$ cat src/rtl/hb_pkg.sv
package hb_pkg;

    // Synchronised control lines of the host bus
    typedef struct packed {
        logic cs_n;
        logic rs;
        logic rw;      // direction line or write strobe
        logic st;      // enable line or read strobe
    } hb_ctl_t;

    // Idle value used while the synchronisers are in reset
    localparam hb_ctl_t HB_CTL_IDLE = '{cs_n: 1'b1, rs: 1'b0, rw: 1'b1, st: 1'b0};

endpackage

$ cat src/rtl/hb_sync.sv
module hb_sync #(
    parameter int         W       = 1,
    parameter int         STAGES  = 2,
    parameter logic [W-1:0] RST_VAL = '0
) (
    input  logic         clk,
    input  logic         rst_n,
    input  logic [W-1:0] din,
    output logic [W-1:0] dout
);

    logic [W-1:0] stg_d [STAGES];
    logic [W-1:0] stg_q [STAGES];

    always_comb begin
        stg_d[0] = din;
        for (int i = 1; i < STAGES; i++) begin
            stg_d[i] = stg_q[i-1];
        end
    end

    always_ff @(posedge clk or negedge rst_n) begin
        if (!rst_n) begin
            for (int i = 0; i < STAGES; i++) begin
                stg_q[i] <= RST_VAL;
            end
        end else begin
            for (int i = 0; i < STAGES; i++) begin
                stg_q[i] <= stg_d[i];
            end
        end
    end

    assign dout = stg_q[STAGES-1];

endmodule

$ cat src/rtl/hb_strobe_decode.sv
module hb_strobe_decode (
    input  logic mode_68,
    input  logic cs_n_prev,
    input  logic rw_prev,
    input  logic st_prev,
    input  logic cs_n_cur,
    input  logic rw_cur,
    input  logic st_cur,
    output logic wr_end,
    output logic rd_end,
    output logic rd_level
);

    logic sel_prev;
    logic en_fall;

    assign sel_prev = ~cs_n_prev;
    assign en_fall  = st_prev & ~st_cur;

    always_comb begin
        if (mode_68) begin
            wr_end   = sel_prev & en_fall & ~rw_prev;
            rd_end   = sel_prev & en_fall &  rw_prev;
            rd_level = ~cs_n_cur & st_cur & rw_cur;
        end else begin
            wr_end   = sel_prev & ~rw_prev & rw_cur;
            rd_end   = sel_prev & ~st_prev & st_cur;
            rd_level = ~cs_n_cur & ~st_cur;
        end
    end

endmodule

$ cat src/rtl/hostbus_frontend.sv
module hostbus_frontend #(
    parameter int DW          = 8,
    parameter int SYNC_STAGES = 2
) (
    input  logic          clk,
    input  logic          rst_n,
    input  logic          mode_68,
    input  logic          wide8,
    input  logic          cs_n,
    input  logic          rs,
    input  logic          rw_wr,
    input  logic          e_rd,
    input  logic [DW-1:0] db_in,
    output logic [DW-1:0] db_out,
    output logic          db_oe,
    input  logic [DW-1:0] rd_data,
    output logic          wr_valid,
    output logic [DW-1:0] wr_byte,
    output logic          wr_is_data,
    output logic          rd_req
);
    import hb_pkg::*;

    localparam int NW = DW / 2;

    typedef struct packed {
        hb_ctl_t       ctl_prev;
        logic [DW-1:0] dat_prev;
        logic          phase;     // 0: next nibble is first of a byte
        logic [NW-1:0] hold_hi;
        logic [DW-1:0] obuf;
        logic          rd_pend;
        logic          wr_valid;
        logic [DW-1:0] wr_byte;
        logic          wr_is_data;
        logic          rd_req;
        logic          oe;
    } fe_state_t;

    hb_ctl_t       ctl_raw;
    hb_ctl_t       ctl_s;
    logic [DW-1:0] dat_s;
    logic          wr_end;
    logic          rd_end;
    logic          rd_level;
    fe_state_t     st_d;
    fe_state_t     st_q;

    assign ctl_raw = '{cs_n: cs_n, rs: rs, rw: rw_wr, st: e_rd};

    hb_sync #(
        .W       ($bits(hb_ctl_t)),
        .STAGES  (SYNC_STAGES),
        .RST_VAL (HB_CTL_IDLE)
    ) u_sync_ctl (
        .clk   (clk),
        .rst_n (rst_n),
        .din   (ctl_raw),
        .dout  (ctl_s)
    );

    hb_sync #(
        .W       (DW),
        .STAGES  (SYNC_STAGES),
        .RST_VAL ('0)
    ) u_sync_dat (
        .clk   (clk),
        .rst_n (rst_n),
        .din   (db_in),
        .dout  (dat_s)
    );

    hb_strobe_decode u_dec (
        .mode_68   (mode_68),
        .cs_n_prev (st_q.ctl_prev.cs_n),
        .rw_prev   (st_q.ctl_prev.rw),
        .st_prev   (st_q.ctl_prev.st),
        .cs_n_cur  (ctl_s.cs_n),
        .rw_cur    (ctl_s.rw),
        .st_cur    (ctl_s.st),
        .wr_end    (wr_end),
        .rd_end    (rd_end),
        .rd_level  (rd_level)
    );

    always_comb begin
        st_d          = st_q;
        st_d.ctl_prev = ctl_s;
        st_d.dat_prev = dat_s;
        st_d.wr_valid = 1'b0;
        st_d.rd_req   = 1'b0;
        st_d.rd_pend  = st_q.rd_req;
        st_d.oe       = rd_level;

        if (st_q.rd_pend) begin
            st_d.obuf = rd_data;
        end

        if (wr_end) begin
            if (wide8) begin
                st_d.wr_valid   = 1'b1;
                st_d.wr_byte    = st_q.dat_prev;
                st_d.wr_is_data = st_q.ctl_prev.rs;
            end else if (!st_q.phase) begin
                st_d.hold_hi = st_q.dat_prev[DW-1:NW];
                st_d.phase   = 1'b1;
            end else begin
                st_d.wr_valid   = 1'b1;
                st_d.wr_byte    = {st_q.hold_hi, st_q.dat_prev[DW-1:NW]};
                st_d.wr_is_data = st_q.ctl_prev.rs;
                st_d.phase      = 1'b0;
            end
        end

        if (rd_end && st_q.ctl_prev.rs) begin
            if (wide8) begin
                st_d.rd_req = 1'b1;
            end else begin
                st_d.rd_req = st_q.phase;
                st_d.phase  = ~st_q.phase;
            end
        end
    end

    always_ff @(posedge clk or negedge rst_n) begin
        if (!rst_n) begin
            st_q          <= '0;
            st_q.ctl_prev <= HB_CTL_IDLE;
        end else begin
            st_q <= st_d;
        end
    end

    logic [DW-1:0] bus_val;

    always_comb begin
        if (wide8) begin
            bus_val = st_q.obuf;
        end else if (st_q.phase) begin
            bus_val = {st_q.obuf[DW-1:NW], {NW{1'b0}}};
        end else begin
            bus_val = {st_q.obuf[NW-1:0], {NW{1'b0}}};
        end
    end

    assign db_out     = st_q.oe ? bus_val : '0;
    assign db_oe      = st_q.oe;
    assign wr_valid   = st_q.wr_valid;
    assign wr_byte    = st_q.wr_byte;
    assign wr_is_data = st_q.wr_is_data;
    assign rd_req     = st_q.rd_req;

endmodule

$ cat config.mk
export PLATFORM = sky130hd
export DESIGN_NAME = hostbus_frontend
export DESIGN_NICKNAME = d
export VERILOG_FILES = /design/src/rtl/hb_pkg.sv /design/src/rtl/hb_sync.sv /design/src/rtl/hb_strobe_decode.sv /design/src/rtl/hostbus_frontend.sv
export SDC_FILE = /design/constraint.sdc
export NUM_CORES = 1
export LEC_CHECK = 0
export BUFFER_PORTS_ARGS = -buffer_cell sky130_fd_sc_hd__buf_2
export CAP_MARGIN = 20
export CORE_ASPECT_RATIO = 0.9
export CORE_MARGIN = 2
export CORE_UTILIZATION = 45
export CTS_BUF_LIST = sky130_fd_sc_hd__clkbuf_4
export CTS_CLUSTER_SIZE = 8
export DETAILED_ROUTE_END_ITERATION = 16
export PLACE_DENSITY = 0.64
export SYNTH_ARGS = -nofsm -noshare
export SYNTH_HDL_FRONTEND = slang
export SYNTH_HIERARCHICAL = 1
export SYNTH_SLANG_ARGS = --single-unit
$ cat constraint.sdc
create_clock -name clk -period 2.9 [get_ports clk]
set_input_delay 0.58 -clock clk [delete_from_list [all_inputs] [get_ports clk]]
set_output_delay 0.58 -clock clk [all_outputs]
set_load 0.03 [all_outputs]
---- After elaboration in Yosys (flattened, before gate mapping) ----
Cells that the tools add are included.
word-level totals
  bits in latches ......................... 0
  memories kept ........................... 0
  memory bits (read-only) ................. 0
  word-level logic and storage cells ...... 57
  output and inout bits ................... 20
  bits of input ports ..................... 24
  bits in writable memories ............... 0
  flip-flop bits (word level) ............. 62
operators by class
  magnitude comparators ................... 0
  shifts and indexed selects .............. 0
  muxes and demuxes ....................... 17
  add/subtract/negate cells ............... 0
  equal/unequal tests ..................... 0
  multipliers ............................. 0
  reduce and logical (&&, ||, !) cells .... 4
  bitwise operators ....................... 18
  divide/modulo/power cells ............... 0
operator list
  kind                 number
  10-bit 2-to-1 mux    3
  8-bit 2-to-1 mux     3
  1-bit AND            11
  5-bit 2-to-1 mux     2
  1-bit 2-to-1 mux     8
  1-bit NOT            7
  4-bit 2-to-1 mux     1
  3-bit AND reduction  1
  2-bit AND reduction  1
  2-bit nonzero test   1
  1-bit logical AND    1

---- Logic depth before layout (Yosys ltp) ----
  depth in word-level cells ............... 8
  gate-level depth with buffers ........... 9
  gate-level depth less buffers ........... 5

---- Cells and area by module ----
Netlist, hierarchy kept.
modules (own cells, without submodules)
  module                 sequential area each (sq um)  area each (sq um)  times used  cells an instance
  hostbus_frontend       953.4                         1544.0             1           121
  hb_sync at u_sync_dat  400.4                         400.4              1           16
  hb_sync at u_sync_ctl  205.2                         205.2              1           8
  hb_strobe_decode       0.0                           63.8               1           9

---- Least setup slack after synthesis ----
OpenSTA, ideal clock, no wires.
  kind .................................... input port to output port
  start ................................... input port wide8
  end ..................................... output port db_out[4]
  data arrival time ....................... 1638 ps
  path slack .............................. 682 ps
  stages on the path ...................... 4
  path buffers ............................ 1
  required time ........................... 2320 ps
  cells stage by stage .................... buf_4 > nor2_4 > nand2_1 > a21boi_0
between the ends
  word-level cells in the longest chain between the ends .. 2
ends and longest elaborated chain
  element           RTL line                 RTL
  start, declared   hostbus_frontend.sv:8    input logic wide8,
  8-bit 2-to-1 mux  hostbus_frontend.sv:137  if (wide8) begin
  8-bit 2-to-1 mux  hostbus_frontend.sv:146  assign db_out = st_q.oe ? bus_val : '0;
  end, declared     hostbus_frontend.sv:14   output logic [DW-1:0] db_out,
No other way between the ends.

==> run_summary.xml <==
<?xml version="1.0" encoding="UTF-8"?>
<metrics>
  <group name="sta">
    <metric name="final_critical_path_setup_slack" unit="ns">0.757</metric>
    <metric name="fmax" unit="MHz">467</metric>
    <metric name="worstMarginPinSlew" unit="ns">0.697</metric>
    <metric name="slew_headroom" unit="%">53.5</metric>
    <metric name="setup_tns" unit="ns">0</metric>
    <metric name="finalHoldViolations" unit="">0</metric>
    <metric name="layout_min_cycle_time" unit="ns">2.14</metric>
    <metric name="grt_setup_unrepaired" unit="">false</metric>
    <metric name="finalCritPeriodShare" unit="%">73.9</metric>
    <metric name="worst_clock_skew_on_the_final_layout" unit="ns">0.0126</metric>
    <metric name="finalSetupViolations" unit="">0</metric>
    <metric name="timing_max_transition_violations_final" unit="">0</metric>
  </group>
  <group name="global_route">
    <metric name="grt_pass1_vias" unit="">1289</metric>
    <metric name="pin_count_of_the_biggest_net_entering_global_routing" unit="">35</metric>
    <metric name="grt_pass1_wl" unit="um">6040</metric>
    <metric name="initial_antenna_violation_count" unit="">0</metric>
    <metric name="grt_remaining_overflow" unit="">0</metric>
    <metric name="grtUsageTotal" unit="%">14.3</metric>
  </group>
  <group name="placed_design">
    <metric name="detailedPlace.worstSlack" unit="ns">0.782</metric>
    <metric name="numPortBuffers" unit="">43</metric>
    <metric name="post-dp-hpwl" unit="um">2470</metric>
    <metric name="place_inst" unit="">251</metric>
    <metric name="place.gp.congestion" unit="">0.765</metric>
  </group>
  <group name="clock_tree">
    <metric name="inserted_clock_buffers" unit="">9</metric>
    <metric name="cts_hold_buf" unit="">0</metric>
    <metric name="cts_max_level" unit="">3</metric>
    <metric name="clock_tree.buffer_depth" unit="">2</metric>
    <metric name="tritoncts" unit="">done</metric>
    <metric name="clock_sink_count" unit="">62</metric>
    <metric name="post-cts-setup-buffer-count" unit="">0</metric>
    <metric name="ctsResizeCount" unit="">0</metric>
    <metric name="cts_root_buffer" unit="">sky130_fd_sc_hd__clkbuf_4</metric>
    <metric name="worstSkewPairLatency" unit="ns">0.38</metric>
    <metric name="clkTransAtPathRegs" unit="ns">0.10</metric>
  </group>
  <group name="power_and_ir_drop">
    <metric name="leakagePower" unit="nW">1.20</metric>
    <metric name="ir_worst_vdd" unit="mV">0.393</metric>
    <metric name="switch_share" unit="%">30.4</metric>
    <metric name="total_power" unit="mW">1.97</metric>
    <metric name="intPower" unit="mW">1.37</metric>
    <metric name="power.share.combinational" unit="%">20.9</metric>
    <metric name="share_of_total_power_in_the_clock_network" unit="%">23.3</metric>
    <metric name="p_sw" unit="mW">0.599</metric>
    <metric name="cell_area_power_density" unit="nW/um2">779</metric>
    <metric name="share_seq_of_total_power" unit="%">55.8</metric>
  </group>
  <group name="critical_path">
    <metric name="arrival" unit="ns">1.56</metric>
    <metric name="worstPathMaxFanout" unit="">8</metric>
    <metric name="largest_stage_delay_on_the_critical_path" unit="ns">0.49</metric>
    <metric name="end_kind" unit="">output pin</metric>
    <metric name="cp_cell_sequence" unit="">nor2_4 &gt; nand2_1 &gt; a21boi_0 &gt; buf_2</metric>
    <metric name="required" unit="ns">2.32</metric>
    <metric name="setup.worst_path.class" unit="">flop to output pin</metric>
    <metric name="register_to_register_setup_slack" unit="ns">1.22</metric>
    <metric name="cp-start-kind" unit="">flop</metric>
    <metric name="timing.critical_path.slowest_stage_cell" unit="">sky130_fd_sc_hd__dfrtp_1</metric>
  </group>
  <group name="final_layout">
    <metric name="final_nets" unit="">223</metric>
    <metric name="finish.utilization" unit="%">52.7</metric>
    <metric name="areaGrowthSynthToFinish" unit="%">14.4</metric>
    <metric name="antennaDiodeCount" unit="">0</metric>
    <metric name="finish.cell_count_without_fillers" unit="">266</metric>
    <metric name="mostFrequentLayoutCells" unit="">56 x sky130_fd_sc_hd__dfrtp_1, 43 x sky130_fd_sc_hd__buf_2, 12 x sky130_fd_sc_hd__clkbuf_4</metric>
    <metric name="layout_commonest_cell" unit="">sky130_fd_sc_hd__dfrtp_1</metric>
    <metric name="drive_gt1_share" unit="%">40.8</metric>
  </group>
  <group name="die">
    <metric name="io-pin-count" unit="">44</metric>
    <metric name="die_w" unit="um">77.9</metric>
    <metric name="row_count" unit="">24</metric>
    <metric name="dieHeight" unit="um">70.5</metric>
    <metric name="effective_utilization_at_floorplan" unit="%">46.1</metric>
    <metric name="placeableCoreArea" unit="um2">4800</metric>
    <metric name="die_area" unit="um2">5500</metric>
  </group>
  <group name="detailed_routing">
    <metric name="detail_route.wl_per_cell" unit="um">13.0</metric>
    <metric name="post_drt_via_cell_ratio" unit="">4.79</metric>
    <metric name="drt.antenna.violating_nets" unit="">0</metric>
    <metric name="finalWirelength" unit="um">3460</metric>
    <metric name="firstDrtPassIters" unit="">4</metric>
    <metric name="detailedRoute.firstIterationViolations" unit="">76</metric>
    <metric name="detailroute.via_count" unit="">1274</metric>
    <metric name="drcViolationCount" unit="">0</metric>
  </group>
  <group name="logic_synthesis">
    <metric name="synth_seq_area_share" unit="%">70.4</metric>
    <metric name="number_of_synthesis_warnings" unit="">6</metric>
    <metric name="syn-cell-area" unit="um2">2210</metric>
    <metric name="netlist_instances" unit="">154</metric>
    <metric name="mappedNetlistNets" unit="">180</metric>
    <metric name="post_synth_num_cell_types" unit="">28</metric>
    <metric name="syn-mean-instance-area" unit="um2">14.4</metric>
    <metric name="ys_ff_latch" unit="">62</metric>
  </group>
  <group name="job">
    <metric name="maxCapViolCount" unit="">0</metric>
  </group>
  <group name="worst_hold_path">
    <metric name="hold_path.class" unit="">primary input to async pin</metric>
  </group>
  <group name="status">
    <metric name="outcome" unit="">finished clean</metric>
  </group>
</metrics>
-- worst max-delay path: cells and delay by family, from the launching register on --
kind | cells | cell delay (ns)
AND/OR/NAND/NOR | 2 | 0.25
flip-flops | 1 | 0.49
buffers and inverters | 1 | 0.24
AO/OA/AOI/OAI | 1 | 0.20
-- final timing paths --
path                                               from  depth (start not counted)                             to
max in group asynchronous                         rst_n                          2         wr_byte[2]$_DFFE_PN0P_
min in group clk                                   cs_n                          1  u_sync_ctl/stg_d[3]$_DFF_PN1_
setup reg to reg           u_sync_ctl/dout[1]$_DFF_PN1_                          4           st_q[22]$_DFFE_PN0P_
hold / removal                                    rst_n                          1         wr_byte[3]$_DFFE_PN0P_
setup / recovery                                   flop                          4                      db_out[6]
hold reg to reg            u_sync_dat/dout[1]$_DFF_PN0_                          0             st_q[27]$_DFF_PN0_
-- flip-flops by register name, indices dropped and copies added (netlist names), named ones only --
register and flops:
u_sync_ctl/stg_d 4, u_sync_dat/stg_d 8, db_oe 1, wr_valid 1
u_sync_ctl/dout 4, wr_byte 8, st_q 25, rd_req 1
wr_is_data 1, u_sync_dat/dout 8
-- area by class of cell --
type	instances	area, um2
repair buffers	46	238
clock inverters	3	12.5
clock buffers	12	90.1
inverters	3	11.3
multi-input cells	75	539
well taps	65	81.3
flip-flops and latches	62	1560
fillers	420	2270
-- routing by layer --
metal  global-route usage, %  up-vias  share of wire [%]
li1                        -      607                  -
met3                    5.99        4                6.4
met1                    18.8      622                 46
met2                    21.6       41                 47
met4                    4.68        0                1.0
met5                       0        -                  0
-- through the flow --
stage / instance area, um2 / hold WS (ns)
3_3_place_gp: 2430 / 0.332
3_5_place_dp: 2430 / 0.335
6_report: 2530 / 0.238
2_1_floorplan: 2210 / 0.284
4_1_cts: 2530 / 0.252
5_1_grt: 2530 / 0.259
-- synthesized netlist by cell type, drive strengths merged --
library cell / count / area [um2]
nand2: 6 / 22.5
nor2b: 3 / 26.3
inv: 3 / 11.3
o21ai: 6 / 30.0
nor2: 10 / 45.0
a211oi: 1 / 7.51
nand3: 1 / 5.00
and2: 1 / 8.76
a21oi: 11 / 58.8
and3: 4 / 25.0
mux2: 12 / 150
or2: 1 / 6.26
nand2b: 1 / 6.26
dfstp: 6 / 158
nand4b: 1 / 8.76
dfrtp: 56 / 1400
nand3b: 2 / 15.0
buf: 14 / 104
or3b: 1 / 8.76
ha: 2 / 25.0
a22oi: 8 / 60.1
a21boi: 4 / 30.0
-- cells by family after synthesis --
logic type | synth area share (%)
simple gates | 8.03
compound gates | 8.42
mux | 6.78
buf+inv | 5.20
flops | 70.4
fa+ha+maj | 1.13
-- power by group through the flow --
stage	logic, mW	clock network [mW]	registers [mW]
finish	0.412	0.460	1.10
floorplan	0.354	0	1.10
global route	0.451	0.514	1.12
detailed placement	0.416	0	1.12
global placement	0.403	0	1.11
CTS	0.418	0.477	1.10
No activity file was read; power rests on OpenSTA's default activity.
